===== src/rtl/bpd_pkg.sv =====
package bpd_pkg;
  typedef enum logic [1:0] {
    ST_IDLE  = 2'd0,
    ST_DISCH = 2'd1,
    ST_PROBE = 2'd2
  } bpd_state_e;
endpackage


===== src/rtl/bpd_window_timer.sv =====
module bpd_window_timer #(
  parameter int CNT_W = 8
) (
  input  logic             clk,
  input  logic             rst_n,
  input  logic             run,
  input  logic             restart,
  input  logic [CNT_W-1:0] last,
  output logic             expired
);
  logic [CNT_W-1:0] cnt_q;

  always_ff @(posedge clk) begin
    if (!rst_n || restart)
      cnt_q <= '0;
    else if (run && cnt_q != last)
      cnt_q <= cnt_q + 1'b1;
  end

  assign expired = run && (cnt_q == last);

  // counter never passes the window end while a window is running
  p_cnt_bound_r5: assert property (@(posedge clk) disable iff (!rst_n)
    run |-> (cnt_q <= last));
endmodule


===== src/rtl/bpd_seq_fsm.sv =====
module bpd_seq_fsm
  import bpd_pkg::*;
#(
  parameter int DISCH_CYC = 1000,
  parameter int PROBE_CYC = 500,
  parameter int CNT_W     = 10
) (
  input  logic             clk,
  input  logic             rst_n,
  input  logic             start_req,
  input  logic             abort,
  input  logic             node_below_low,
  input  logic             node_above_rech,
  input  logic             expired,
  output logic             run,
  output logic             restart,
  output logic [CNT_W-1:0] last,
  output logic             sink_en,
  output logic             probe_en,
  output logic             present_pulse,
  output logic             absent
);
  localparam logic [CNT_W-1:0] DISCH_LAST = CNT_W'(DISCH_CYC - 1);
  localparam logic [CNT_W-1:0] PROBE_LAST = CNT_W'(PROBE_CYC - 1);

  bpd_state_e state_q, state_n;
  logic decide_present, mark_absent;
  logic present_q, absent_q;

  always_comb begin
    state_n        = state_q;
    decide_present = 1'b0;
    mark_absent    = 1'b0;
    if (abort) begin
      state_n = ST_IDLE;
    end else begin
      case (state_q)
        ST_IDLE: if (start_req) state_n = ST_DISCH;
        ST_DISCH: begin
          if (node_below_low) state_n = ST_PROBE;
          else if (expired) begin
            state_n        = ST_IDLE;
            decide_present = 1'b1;
          end
        end
        ST_PROBE: begin
          if (node_above_rech) begin
            state_n     = ST_DISCH;
            mark_absent = 1'b1;
          end else if (expired) begin
            state_n        = ST_IDLE;
            decide_present = 1'b1;
          end
        end
        default: state_n = ST_IDLE;
      endcase
    end
  end

  always_ff @(posedge clk) begin
    if (!rst_n) begin
      state_q   <= ST_IDLE;
      present_q <= 1'b0;
      absent_q  <= 1'b0;
    end else begin
      state_q   <= state_n;
      present_q <= decide_present;
      if (abort || decide_present) absent_q <= 1'b0;
      else if (mark_absent)        absent_q <= 1'b1;
    end
  end

  assign run           = (state_q != ST_IDLE);
  assign restart       = (state_n != state_q);
  assign last          = (state_q == ST_PROBE) ? PROBE_LAST : DISCH_LAST;
  assign sink_en       = (state_q == ST_DISCH);
  assign probe_en      = (state_q == ST_PROBE);
  assign present_pulse = present_q;
  assign absent        = absent_q;

  p_start_r2: assert property (@(posedge clk) disable iff (!rst_n)
    (state_q == ST_IDLE && start_req && !abort) |=> sink_en);

  p_low_to_probe_r3: assert property (@(posedge clk) disable iff (!rst_n)
    (sink_en && node_below_low && !abort) |=> (probe_en && !sink_en));

  p_high_to_absent_r4: assert property (@(posedge clk) disable iff (!rst_n)
    (probe_en && node_above_rech && !abort) |=> (absent && sink_en));

  p_crossing_wins_r7: assert property (@(posedge clk) disable iff (!rst_n)
    ((sink_en && node_below_low) || (probe_en && node_above_rech)) |=> !present_pulse);

  p_exclusive_r8: assert property (@(posedge clk) disable iff (!rst_n)
    !(sink_en && probe_en));

  p_one_pulse_r9: assert property (@(posedge clk) disable iff (!rst_n)
    present_pulse |=> !present_pulse);

  p_present_clears_r9: assert property (@(posedge clk) disable iff (!rst_n)
    present_pulse |-> !absent);

  p_abort_idle_r10: assert property (@(posedge clk) disable iff (!rst_n)
    abort |=> (!sink_en && !probe_en && !present_pulse && !absent));
endmodule


===== src/rtl/batt_presence_seq.sv =====
module batt_presence_seq #(
  parameter int DISCH_CYC = 1000,
  parameter int PROBE_CYC = 500
) (
  input  logic clk,
  input  logic rst_n,
  input  logic start_req,
  input  logic abort,
  input  logic node_below_low,
  input  logic node_above_rech,
  output logic sink_en,
  output logic probe_en,
  output logic present_pulse,
  output logic absent
);
  localparam int MAX_CYC = (DISCH_CYC > PROBE_CYC) ? DISCH_CYC : PROBE_CYC;
  localparam int CNT_W   = (MAX_CYC > 1) ? $clog2(MAX_CYC) : 1;

  logic             run, restart, expired;
  logic [CNT_W-1:0] last;

  initial begin
    if (DISCH_CYC < 1 || PROBE_CYC < 1)
      $error("window lengths must be at least one cycle");
  end

  bpd_seq_fsm #(
    .DISCH_CYC(DISCH_CYC),
    .PROBE_CYC(PROBE_CYC),
    .CNT_W    (CNT_W)
  ) fsm_i (
    .clk            (clk),
    .rst_n          (rst_n),
    .start_req      (start_req),
    .abort          (abort),
    .node_below_low (node_below_low),
    .node_above_rech(node_above_rech),
    .expired        (expired),
    .run            (run),
    .restart        (restart),
    .last           (last),
    .sink_en        (sink_en),
    .probe_en       (probe_en),
    .present_pulse  (present_pulse),
    .absent         (absent)
  );

  bpd_window_timer #(
    .CNT_W(CNT_W)
  ) timer_i (
    .clk    (clk),
    .rst_n  (rst_n),
    .run    (run),
    .restart(restart),
    .last   (last),
    .expired(expired)
  );
endmodule


===== config.mk =====
export PLATFORM = sky130hd
export DESIGN_NAME = batt_presence_seq
export DESIGN_NICKNAME = d
export VERILOG_FILES = /design/src/rtl/bpd_pkg.sv /design/src/rtl/bpd_window_timer.sv /design/src/rtl/bpd_seq_fsm.sv /design/src/rtl/batt_presence_seq.sv
export SDC_FILE = /design/constraint.sdc
export NUM_CORES = 1
export LEC_CHECK = 0
export BUFFER_PORTS_ARGS = -buffer_cell sky130_fd_sc_hd__buf_2
export CORE_MARGIN = 3
export CORE_UTILIZATION = 53
export DETAILED_ROUTE_END_ITERATION = 10
export PLACE_DENSITY = 0.73
export SLEW_MARGIN = 0
export SYNTH_ARGS = -nofsm -noshare
export SYNTH_HDL_FRONTEND = slang
export SYNTH_SLANG_ARGS = --single-unit

===== constraint.sdc =====
create_clock -name clk -period 3.9 [get_ports clk]
set_clock_uncertainty 0.2 [all_clocks]
set_input_delay 0.585 -clock clk [delete_from_list [all_inputs] [get_ports clk]]
set_output_delay 0.585 -clock clk [all_outputs]
set_load 0.01 [all_outputs]

---- Yosys cells after proc, flatten, opt, wreduce, memory -nomap -nowiden ----
Cells that the tools add are included.
storage, ports and cells
  bits in read-only memories .............. 0
  output and inout bits ................... 4
  input bits .............................. 6
  RAM bits ................................ 0
  latch bits .............................. 0
  register bits ........................... 14
  memories ................................ 0
cells by class
  eq/ne operators ......................... 5
  add/subtract/negate cells ............... 1
  magnitude comparators ................... 0
  divide/modulo/power cells ............... 0
  reductions and logical operators ........ 8
  multiply operators ...................... 0
  muxes and demuxes ....................... 15
  shifts and indexed selects .............. 0
  bitwise gates (word level) .............. 1
operators by type and width
  operator                 count
  $add A10 B1 Y10 const B  1
  $eq A10 B10 Y1           1
  $mux W10                 1
  $mux W2                  5
  $ne A10 B10 Y1           1
  $mux W1                  7
  $pmux W2 S3              1
  $eq A2 B1 Y1 const B     1
  $eq A2 B2 Y1 const B     1
  $logic_and A1 B1 Y1      2
  $logic_not A2 Y1         1
  $logic_or A1 B1 Y1       2
  $ne A2 B2 Y1             1
  $pmux W1 S2              1
  $reduce_bool A2 Y1       1
  $reduce_or A2 Y1         1
  $logic_not A1 Y1         1
  $not A1 Y1               1

---- Longest topological paths before layout ----
Gate-level depths: netlist of the first run.
  word-level depth ........................ 10
  depth in mapped cells ................... 7

---- Modules after synthesis ----
From an unflattened synthesis of the first run, not the netlist that was laid out.
unflattened totals
  cells, all modules ...................... 128
  area, all modules ....................... 1019.7 um^2
modules (own cells, without submodules)
  module            cells each  instances  area an instance (um^2)
  bpd_window_timer  80          1          639.4
  bpd_seq_fsm       48          1          380.4

---- Worst setup path before layout of the first run ----
Ideal clock, no wire load.
  path kind ............................... register to register
  from .................................... register fsm_i.state_q[0]
  to ...................................... register timer_i.cnt_q[9]
  setup time .............................. 0.150 ns
  clock period less this slack ............ 2.417 ns
  stages on the path, launching flop included .. 7
  slack ................................... 1.483 ns
  data arrival time ....................... 2.067 ns
  path through ............................ dfxtp_1 -> inv_1 -> ha_1 -> and4bb_4 -> o2111ai_1 -> a311oi_4 -> nor3_1
on the way
  cells in the longest elaborated chain, start to end .. 10
  elaborated cells between the ends (all ways) .. 17
  those cells by class .................... 5 x eq/ne; 7 x mux; 5 x reduce/logical
ends and longest elaborated chain
  item                               line                                  text
  start, declared                    bpd_seq_fsm.sv:26                     bpd_state_e state_q, state_n;
  start signal, assigned             bpd_seq_fsm.sv:66                     state_q <= state_n;
  $eq A2 B2 Y1 (*)                   --
  via probe_en                       batt_presence_seq.sv:12               output logic probe_en,
  $mux W10                           bpd_seq_fsm.sv:75                     assign last = (state_q == ST_PROBE) ? PROBE_LAST : DISCH_LAST;
  $eq A10 B10 Y1                     bpd_window_timer.sv:20                assign expired = run && (cnt_q == last);
  $logic_and A1 B1 Y1                bpd_window_timer.sv:20
  $mux W2                            bpd_seq_fsm.sv:41, bpd_seq_fsm.sv:50
  $mux W2, on equally long branches  bpd_seq_fsm.sv:47, bpd_seq_fsm.sv:40
  $pmux W2 S3                        bpd_seq_fsm.sv:37                     case (state_q)
  $mux W2                            bpd_seq_fsm.sv:34                     if (abort) begin
  $ne A2 B2 Y1                       bpd_seq_fsm.sv:74                     assign restart = (state_n != state_q);
  $logic_or A1 B1 Y1                 bpd_window_timer.sv:14                if (!rst_n || restart)
  end signal, assigned               bpd_window_timer.sv:17                cnt_q <= cnt_q + 1'b1;
  end, declared                      bpd_window_timer.sv:11                logic [CNT_W-1:0] cnt_q;
Mark *: on every way through the listed nets, which the timed path passes. The rest lies on a longest branch.
A chain may end at the register's enable or synchronous reset.

---- Worst setup path after layout of the first run ----
  from .................................... register fsm_i.state_q[0]
  to ...................................... register timer_i.cnt_q[9]
on the way
  cells in the longest elaborated chain, start to end .. 10
  elaborated cells between the ends (all ways) .. 17
  those cells by class .................... 5 x eq/ne; 7 x mux; 5 x reduce/logical
ends and longest elaborated chain
  item                               line
  $eq A2 B2 Y1                       bpd_seq_fsm.sv:37, bpd_seq_fsm.sv:75
  $mux W10                           bpd_seq_fsm.sv:75
  $eq A10 B10 Y1                     bpd_window_timer.sv:20
  $logic_and A1 B1 Y1                bpd_window_timer.sv:20
  $mux W2                            bpd_seq_fsm.sv:41, bpd_seq_fsm.sv:50
  $mux W2, on equally long branches  bpd_seq_fsm.sv:47, bpd_seq_fsm.sv:40
  $pmux W2 S3                        bpd_seq_fsm.sv:37
  $mux W2                            bpd_seq_fsm.sv:34
  $ne A2 B2 Y1                       bpd_seq_fsm.sv:74
  $logic_or A1 B1 Y1                 bpd_window_timer.sv:14
Several ways; a longest one is shown, not always the timed one.

==> results.yml, run 1 <==
run_status:
  outcome: "completed"
clocking:
  clock-root-buffer: "clkbuf_4"
  postCtsSetupBuffers: 0
  cts_buffer_depth: 2
  cts_tree: "done"
  clkTransAtPathRegs_ns: 0.08
  clock_latency_ns: 0.28
  h-tree-depth: 1
  cts.sinks: 14
  postCtsHoldBufs: 0
  post_cts_resized: 0
  numCtsBuffers: 3
yosys:
  yosys_register_bits: 14
  synth_area_um2: 928
  async_flop_share_pct: 0
  synth_top_area_share_pct: 30.2
  ys.flop_type: "dfxtp_1"
  syn_avg_cell_area_um2: 9.77
  yosys.area_share.simple_pct: 34.2
  synth_edf_count: 0
  synth_fa_ha_area_share_pct: 6.74
  synth.area.top_cells: "dfxtp_1 30%, ha_1 6.7%, a211oi_2 5.4%, nor3_2 4.3%, or3_1 3.4%"
  yosysMostFrequentCell: "dfxtp_1"
  yosys.area_share.xor_xnor_pct: 4.72
  synth_top_family_by_area: "simple AND/OR/NAND/NOR gates"
  synth.mux.area_fraction_pct: 0
  postSynthNetCount: 106
  yosysSeqAreaShare_pct: 30.2
  synth_cells: 95
  netlist.top_cell.by_area: "dfxtp_1"
  synth-compound-area-share_pct: 21.3
  netlist_top_cells_count: "14 x dfxtp_1, 7 x nand2_1, 5 x ha_1, 5 x o21ai_0, 5 x or3_1"
  yosysUniqueCellTypes: 41
  ys_warn_count: 0
worst_setup_path:
  cp.arrival_ns: 2.55
  crit_fanout: 10
  critPathRequiredTime_ns: 3.84
  cp.buffers_inverters: 1
  crit_slowest_cell: "a311oi_4"
  crit_chain: "inv_1 -> ha_1 -> and4bb_4 -> o2111ai_1 -> a311oi_4 -> nor3_1"
  setup.worst_path.start_class: "register"
  critical_path.top_delay_family: "compound AO/OA/AOI/OAI gates"
  regToRegSetupSlack_ns: 1.29
  max_stage_delay_ns: 0.73
  worstSetupPathType: "register to register"
  crit_path_end_kind: "register"
timing:
  post-route-period-util_pct: 66.8
  tns_ns: 0
  slew_violations: 0
  setup_ws_ns: 1.29
  final.min_clock_period_ns: 2.61
  worst_slew_pin_slew_ns: 0.732
  finalHoldViolCount: 0
  rsz0062_at_grt: "no"
  setup_viol: 0
  slew_headroom_pct: 51.2
  fmax_mhz: 384
finish:
  multiInputGateArea_um2: 622
  area_growth_pct: 7.82
  fin_nets: 118
  diodes: 0
  n_fill_cell: 130
  drive_gt1_share_pct: 24.8
  regArea_um2: 280
grt:
  track_usage_pct: 18.3
  grt_pass1_vias: 652
  antenna_found_initial: 0
  grt_max_degree: 15
  grt_remaining_overflow: 0
  grt_pass1_wl_mm: 2.87
routing:
  detail_route.wirelength_mm: 1.79
  drtIter0Drc: 13
  drc_errors: 0
  vias: 760
  routed_via_density: 6.28
  routedWlPerCell_um: 14.8
  antenna_left: 0
  drt_pre_antenna_iters: 4
pwr:
  p_leak_nw: 0.358
  power_density_nw_per_um2: 255
  ir_drop_mv: 0.164
floorplanning:
  io_pins: 10
  die_area_um2: 2290
  die_w_um: 47.9
  row_count: 14
  initial_core_util_pct: 58.9
  coreArea_um2: 1580
  die_y_um: 47.9
run:
  max_cap_violations: 0
place:
  gp_congestion: 0.796
  port_buffers: 9
  hpwlAfterDp_mm: 1.34
  pre_cts_ws_ns: 1.27
min_path:
  hold_class: "input pin to register"
-- state kept, by name, indices dropped and copies added, names as in the netlist --
signal,flops
timer_i.cnt_q,10
fsm_i.present_pulse,1
fsm_i.absent,1
fsm_i.state_q,2
-- layout make-up --
cell class | instances | area share (%)
inverter | 3 | 1.13
tap | 16 | 2.00
timing repair buffer | 9 | 4.50
clock buffer | 3 | 2.25
sequential | 14 | 28.0
multi-input combinational | 76 | 62.1
-- layer usage --
metal / vias to the layer above / GRT usage [%] / wire length [µm]
met5: - / 0 / 0
met4: 0 / 11.3 / 56
met3: 6 / 4.51 / 54
met2: 15 / 23.5 / 797
met1: 352 / 26.7 / 883
li1: 387 / - / -
-- cells in the final DEF, fill, tap and decap left out, types with 3 or more instances in the layout --
cell / synthesis / final
xnor2_1: 3 / 3
a211oi_2: 4 / 4
nor4_1: 3 / 3
nor2b_1: 3 / 3
o21ai_0: 5 / 5
clkbuf_4: 0 / 3
inv_1: 3 / 3
ha_1: 5 / 5
nor3_2: 4 / 4
dfxtp_1: 14 / 14
buf_2: 0 / 9
nor2_1: 4 / 4
or3_1: 5 / 5
nand2_1: 7 / 7
nor3_1: 3 / 3
-- report_power, final --
group	leakage, nW	switching, mW	total, mW	internal (mW)
Combinational	0.232	0.0172	0.0275	0.0103
Clock	0.0138	0.0465	0.0823	0.0359
Sequential	0.113	0.00143	0.146	0.144
-- through the flow --
stage | utilization, % | hold WS [ns] | instance area, µm² | instances | power, mW
floorplan | - | 0.300 | 928 | 95 | 0.170
global placement | 62.1 | 0.327 | 978 | 118 | 0.176
detailed placement | 62.1 | 0.319 | 978 | 118 | 0.176
CTS | 63.5 | 0.323 | 1000 | 121 | 0.259
global route | 63.5 | 0.336 | 1000 | 121 | 0.267
finish | 63.5 | 0.331 | 1000 | 121 | 0.255
-- path summary, 6_finish.rpt --
kind / from / to / cells after the start
worst max-delay path: fsm_i.state_q[0] / timer_i.cnt_q[9] / 6
worst min-delay path: abort / fsm_i.present_pulse / 2
worst max register to register: fsm_i.state_q[0] / timer_i.cnt_q[9] / 6
worst min register to register: fsm_i.absent / fsm_i.absent / 2
-- cell families (layout without fill, tap and decap cells) --
logic type | count (synthesis) | count (layout)
AND/OR/NAND/NOR | 45 | 45
XOR/XNOR | 5 | 5
AO/OA/AOI/OAI | 21 | 21
buffers and inverters | 5 | 15
flip-flops | 14 | 14
adder cells (fa/ha/maj) | 5 | 5
Power figures use the tool's default switching activity.
==> run 2, diff against run 1 <==
Settings changed: CORE_UTILIZATION 53 to 51, PLACE_DENSITY 0.73 to 0.74.
Clock period 3.9 ns to 2.19 ns, I/O delays scaled along.
==> run 2 against run 1 <==
The run now ends with setup timing left. Maximum frequency rose by 18%. Count of clock-buffer cells in the layout is 1 higher. Global-route usage is 1.1 points higher. Core utilization is 17 points higher. Die area increased by 3.4%. Sequential power up 77%. Sequential share of layout area down 6.1 points. Final area rose by 30%. Via count increased by 18%. Total power is 110% higher. Hold slack got worse by 0.23 ns. Sequential cell count did not move. Critical endpoint is now timer_i.cnt_q[3]. Largest power group unchanged.
==> results.yml, run 2 (synthesized netlist as in run 1, its figures left out) <==
run_status:
  outcome: "complete, but fails checks"
  failed_checks: "setup timing"
finish:
  top_regs: "timer_i.cnt_q x10, fsm_i.state_q x2"
  area_growth_pct: 40.4
  regMostFlops: "timer_i.cnt_q"
  mostFrequentLayoutCell: "buf_4"
  drive_gt1_share_pct: 46.1
  fin_nets: 140
  final_design_area_no_fill_um2: 1300
  largest_reg_flops: 10
  diodes: 0
  final_cell_mix: "15 x buf_4, 12 x dfxtp_1, 9 x buf_2"
  finalNonFillerCells: 152
  n_fill_cell: 105
clocking:
  h-tree-depth: 1
  cts.sinks: 14
  cts_tree: "done"
  clkTransAtPathRegs_ns: 0.09
  numCtsBuffers: 3
  cts_buffer_depth: 2
  clock-root-buffer: "clkbuf_4"
  clock_latency_ns: 0.29
  postCtsHoldBufs: 0
timing:
  fmax_mhz: 455
  holdWs_ns: 0.0975
  worst_slew_pin_slew_ns: 0.469
  finalHoldViolCount: 0
  final.min_clock_period_ns: 2.20
  slew_headroom_pct: 68.6
  slew_violations: 0
  setup_ws_ns: -0.00975
  setup_viol: 2
  post-route-period-util_pct: 100
  rsz0062_at_grt: "yes"
place:
  place_inst: 137
  gp_congestion: 0.834
  port_buffers: 9
  pre_cts_ws_ns: -0.0550
  hpwlAfterDp_mm: 1.60
  postPlaceCellArea_um2: 1100
floorplanning:
  coreArea_um2: 1610
  die_w_um: 48.7
  initial_core_util_pct: 57.6
  die_y_um: 48.7
  row_count: 14
  io_pins: 10
  die_area_um2: 2370
pwr:
  p_leak_nw: 0.488
  ir_drop_mv: 0.465
  power_density_nw_per_um2: 417
  power_uw: 543
worst_setup_path:
  critPathRequiredTime_ns: 2.20
  critical_path.startpoint: "fsm_i.state_q[0]"
  worst_r2r_startpoint: "fsm_i.state_q[0]"
  reg2reg_depth: 8
  crit_path_end_kind: "register"
  crit_fanout: 7
  setup.worst_path.start_class: "register"
  cp.arrival_ns: 2.21
  worstSetupPathType: "register to register"
min_path:
  min_from: "abort"
  hold_class: "input pin to register"
  min_delay_path_depth: 2
grt:
  track_usage_pct: 19.5
  grt_remaining_overflow: 0
  antenna_found_initial: 0
  grt_pass1_vias: 855
  grt_max_degree: 11
  grt_pass1_wl_mm: 3.64
routing:
  dr_wl_met2_mm: 1.10
  vias: 898
  detail_route.wirelength_mm: 2.36
  antenna_left: 0
  route.met3.wl_um: 120
  routed_via_density: 5.91
  drt_pre_antenna_iters: 4
  routed.top_layer: "met4"
  drc_errors: 0
  drtIter0Drc: 45
  route.layer.met1.wl_mm: 1.08
  routedWlPerCell_um: 15.5
run:
  max_cap_violations: 0
run 2: where the power goes:
part / switching, mW / internal (mW)
Sequential: 0.00222 / 0.256
Combinational: 0.0429 / 0.0485
Clock: 0.0925 / 0.101
run 2: layer usage:
metal | global-route usage, % | vias to the layer above
met5 | 0 | -
met4 | 6.64 | 0
met3 | 5.83 | 6
met2 | 31.7 | 33
met1 | 24.3 | 423
li1 | - | 436
run 2: final timing paths:
kind	endpoint	slack (ns)
worst max-delay path	timer_i.cnt_q[3]	-0.01
worst max register to register	timer_i.cnt_q[3]	-0.01
worst min-delay path	fsm_i.present_pulse	0.1
worst min register to register	fsm_i.absent	0.33
run 2: cell type report:
class	count	area (µm²)	area share, %
well taps	24	30.0	2.30
inverters	3	13.8	1.06
clock buffers	4	36.3	2.78
multi-input cells	76	679	52.1
repair buffers	31	259	19.9
flip-flops and latches	14	285	21.9
run 2: repair_timing:
action                                  4_1_cts  5_1_grt
endpoints found under the setup margin        5       10
cloned                                        0        1
resized for setup                             6       10
pin swaps                                     4        6
endpoints found under the hold margin         0        0
setup buffers                                 8        2
run 2: critical path, cell delays in order, from the launching register on:
cell	delay, ns
dfxtp_2	0.35
buf_4	0.13
buf_4	0.14
ha_2	0.20
nor2_2	0.13
o221ai_1	0.13
a2111o_2	0.55
buf_6	0.17
a211oi_2	0.14
run 2: through the flow:
| step | utilization (%) | TNS (ns) |
|---|---|---|
| 4_1_cts | 75.6 | -0.106 |
| 3_3_place_gp | 68.3 | -0.186 |
| 6_report | 80.9 | -0.0123 |
| 3_5_place_dp | 68.3 | -0.156 |
| 2_1_floorplan | - | 0 |
| 5_1_grt | 80.9 | -0.766 |
==> run 3, diff against run 2 <==
Settings changed: CAP_MARGIN from default to 20, PLACE_DENSITY 0.74 to 0.73, SYNTH_HIERARCHICAL from default to 1.
==> run 3 against run 2 <==
Total power is 6.8% higher. Critical endpoint is now timer_i/cnt_q[5]. Largest cell class unchanged. Worst setup slack worse by 0.75 ns. Critical path depth increased by 5. The run still ends with setup timing left. Hold slack improved by 0.082 ns. First-iteration DRC count is 11% lower.
==> results.yml, run 3 <==
run_status:
  outcome: "complete, but fails checks"
  failed_checks: "setup timing"
yosys:
  synth_edf_count: 0
  netlist.top_cell.by_area: "dfxtp_1"
  synth_area_um2: 1020
  synth_top_area_share_pct: 27.5
  yosys_register_bits: 14
  synth_cells: 128
  yosysSeqAreaShare_pct: 27.5
  ys.flop_type: "dfxtp_1"
  yosysMostFrequentCell: "nand2_1"
  async_flop_share_pct: 0
  syn_avg_cell_area_um2: 7.97
  netlist_top_cells_count: "15 x nand2_1, 14 x dfxtp_1, 10 x xor2_1"
  ys_warn_count: 6
  synth.area.top_cells: "dfxtp_1 27%, xor2_1 8.6%, buf_4 6.6%, ha_1 6.1%, nand2_1 5.5%"
  yosysUniqueCellTypes: 36
clocking:
  postCtsHoldBufs: 0
  clock-root-buffer: "clkbuf_4"
  clkTransAtPathRegs_ns: 0.09
  cts_tree: "done"
  clock_latency_ns: 0.29
  h-tree-depth: 1
  cts.sinks: 14
  numCtsBuffers: 3
  cts_buffer_depth: 2
routing:
  drtIter0Drc: 40
  routedWlPerCell_um: 14.6
  routed_via_density: 5.23
  drc_errors: 0
  detail_route.wirelength_mm: 2.90
  vias: 1036
  drt_pre_antenna_iters: 4
  antenna_left: 0
grt:
  grt_pass1_wl_mm: 4.39
  top_usage_layer: "met2"
  met1_usage_pct: 30.5
  track_usage_pct: 22.7
  antenna_found_initial: 0
  gr-usage-met3_pct: 4.45
  grt_max_degree: 9
  grt_remaining_overflow: 0
  grt_use_met2_pct: 35.9
  grt_pass1_vias: 1020
finish:
  area_growth_pct: 46.6
  mostFrequentLayoutCell: "buf_4"
  largest_reg_flops: 10
  final_cell_mix: "31 x buf_4, 13 x nand2_1, 12 x dfxtp_1"
  final_design_area_no_fill_um2: 1500
  finalNonFillerCells: 198
  drive_gt1_share_pct: 46.8
  diodes: 0
  top_regs: "timer_i/cnt_q x10, fsm_i/state_q x2"
  regMostFlops: "timer_i/cnt_q"
  n_fill_cell: 112
  fin_nets: 185
worst_setup_path:
  worstSetupPathType: "register to register"
  max_stage_delay_ns: 0.37
  crit_path_end_kind: "register"
  cp.arrival_ns: 2.94
  regToRegSetupSlack_ns: -0.76
  crit_slowest_cell: "dfxtp_4"
  reg2reg_depth: 13
  critPathRequiredTime_ns: 2.18
  critical_path.top_delay_family: "compound AO/OA/AOI/OAI gates"
  cp.buffers_inverters: 1
  worstSetupPathDepth: 13
  crit_chain: "inv_4 -> ha_4 -> xor2_2 -> nor4_4 -> nand3_2 -> nor2_4 -> nor2b_1 -> o21ai_1 -> o311ai_2 -> o211ai_1 -> nand2b_4 -> nor2_2 -> a31o_2"
  crit_fanout: 5
  setup.worst_path.start_class: "register"
floorplanning:
  io_pins: 10
  die_area_um2: 2570
  row_count: 15
  die_w_um: 50.7
  coreArea_um2: 1800
  die_y_um: 50.7
  initial_core_util_pct: 56.6
pwr:
  ir_drop_mv: 0.361
  power_uw: 580
  power_density_nw_per_um2: 388
  p_leak_nw: 0.708
place:
  gp_congestion: 0.820
  place_inst: 188
  hpwlAfterDp_mm: 1.85
  postPlaceCellArea_um2: 1310
  port_buffers: 9
  pre_cts_ws_ns: -0.586
run:
  max_cap_violations: 0
timing:
  final.min_clock_period_ns: 2.95
  worst_slew_pin_slew_ns: 0.552
  tns_ns: -7.17
  setup_ws_ns: -0.765
  rsz0062_at_grt: "yes"
  finalHoldViolCount: 0
  slew_violations: 0
  post-route-period-util_pct: 135
  setup_viol: 12
  slew_headroom_pct: 63.0
  fmax_mhz: 338
min_path:
  min_delay_path_depth: 3
  hold_class: "input pin to register"
run 3: changes by cell type after synthesis, sizes merged, moves of 6 or more:
cell   previous run  this run
xor2              2        10
buf               1         9
nand2             7        15
nor3              7         1
run 3: repair_timing:
item | CTS | global route
resized for setup | 10 | 18
pin swaps | 9 | 9
endpoints found under the hold margin | 0 | 0
buffers inserted | 4 | 3
endpoints found under the setup margin | 11 | 12
run 3: through the flow:
stage	hold WS, ns	utilization [%]
final	0.180	83.0
after detailed placement	0.320	72.6
after floorplan	0.258	-
after global routing	0.172	83.0
after global placement	0.310	72.6
after CTS	0.158	78.0
run 3: cell families after synthesis:
| family | share of synthesized area [%] |
|---|---|
| multiplexers | 2.94 |
| AO/OA/AOI/OAI | 17.5 |
| adder cells (fa/ha/maj) | 6.13 |
| AND/OR/NAND/NOR | 26.1 |
| buffers and inverters | 9.57 |
| other | 0.736 |
| XOR/XNOR | 9.45 |
| flip-flops | 27.5 |
run 3: layer usage:
| metal | vias up | part of all wire, % |
|---|---|---|
| li1 | 521 | - |
| met3 | 2 | 3.7 |
| met4 | 0 | 0.59 |
| met2 | 23 | 48 |
| met1 | 490 | 48 |
| met5 | - | 0 |
run 3: path summary, 6_finish.rpt:
| check | from | end |
|---|---|---|
| setup reg to reg | fsm_i/state_q[0] | timer_i/cnt_q[5] |
| hold reg to reg | fsm_i/absent | fsm_i/absent |
| hold / removal | abort | fsm_i/present_pulse |
| setup / recovery | fsm_i/state_q[0] | timer_i/cnt_q[5] |
run 3: final cells by class:
type,instances,area [µm²],share of cell area [%]
multi-input cells,102,766,51.2
clock buffers,4,36.3,2.43
inverters,7,31.3,2.09
repair buffers,46,345,23.1
flip-flops and latches,14,285,19.1
well taps,25,31.3,2.09
run 3: where the power goes:
group | internal, mW | switching (mW) | total (mW)
combinational | 0.0645 | 0.0654 | 0.130
clock | 0.101 | 0.0902 | 0.191
sequential | 0.256 | 0.00230 | 0.259
total | 0.422 | 0.158 | 0.580
run 3: tightest hold or removal path, stage by stage:
cell and delay, ns:
buf_2 0.11, nand2b_1 0.13, a211oi_1 0.05
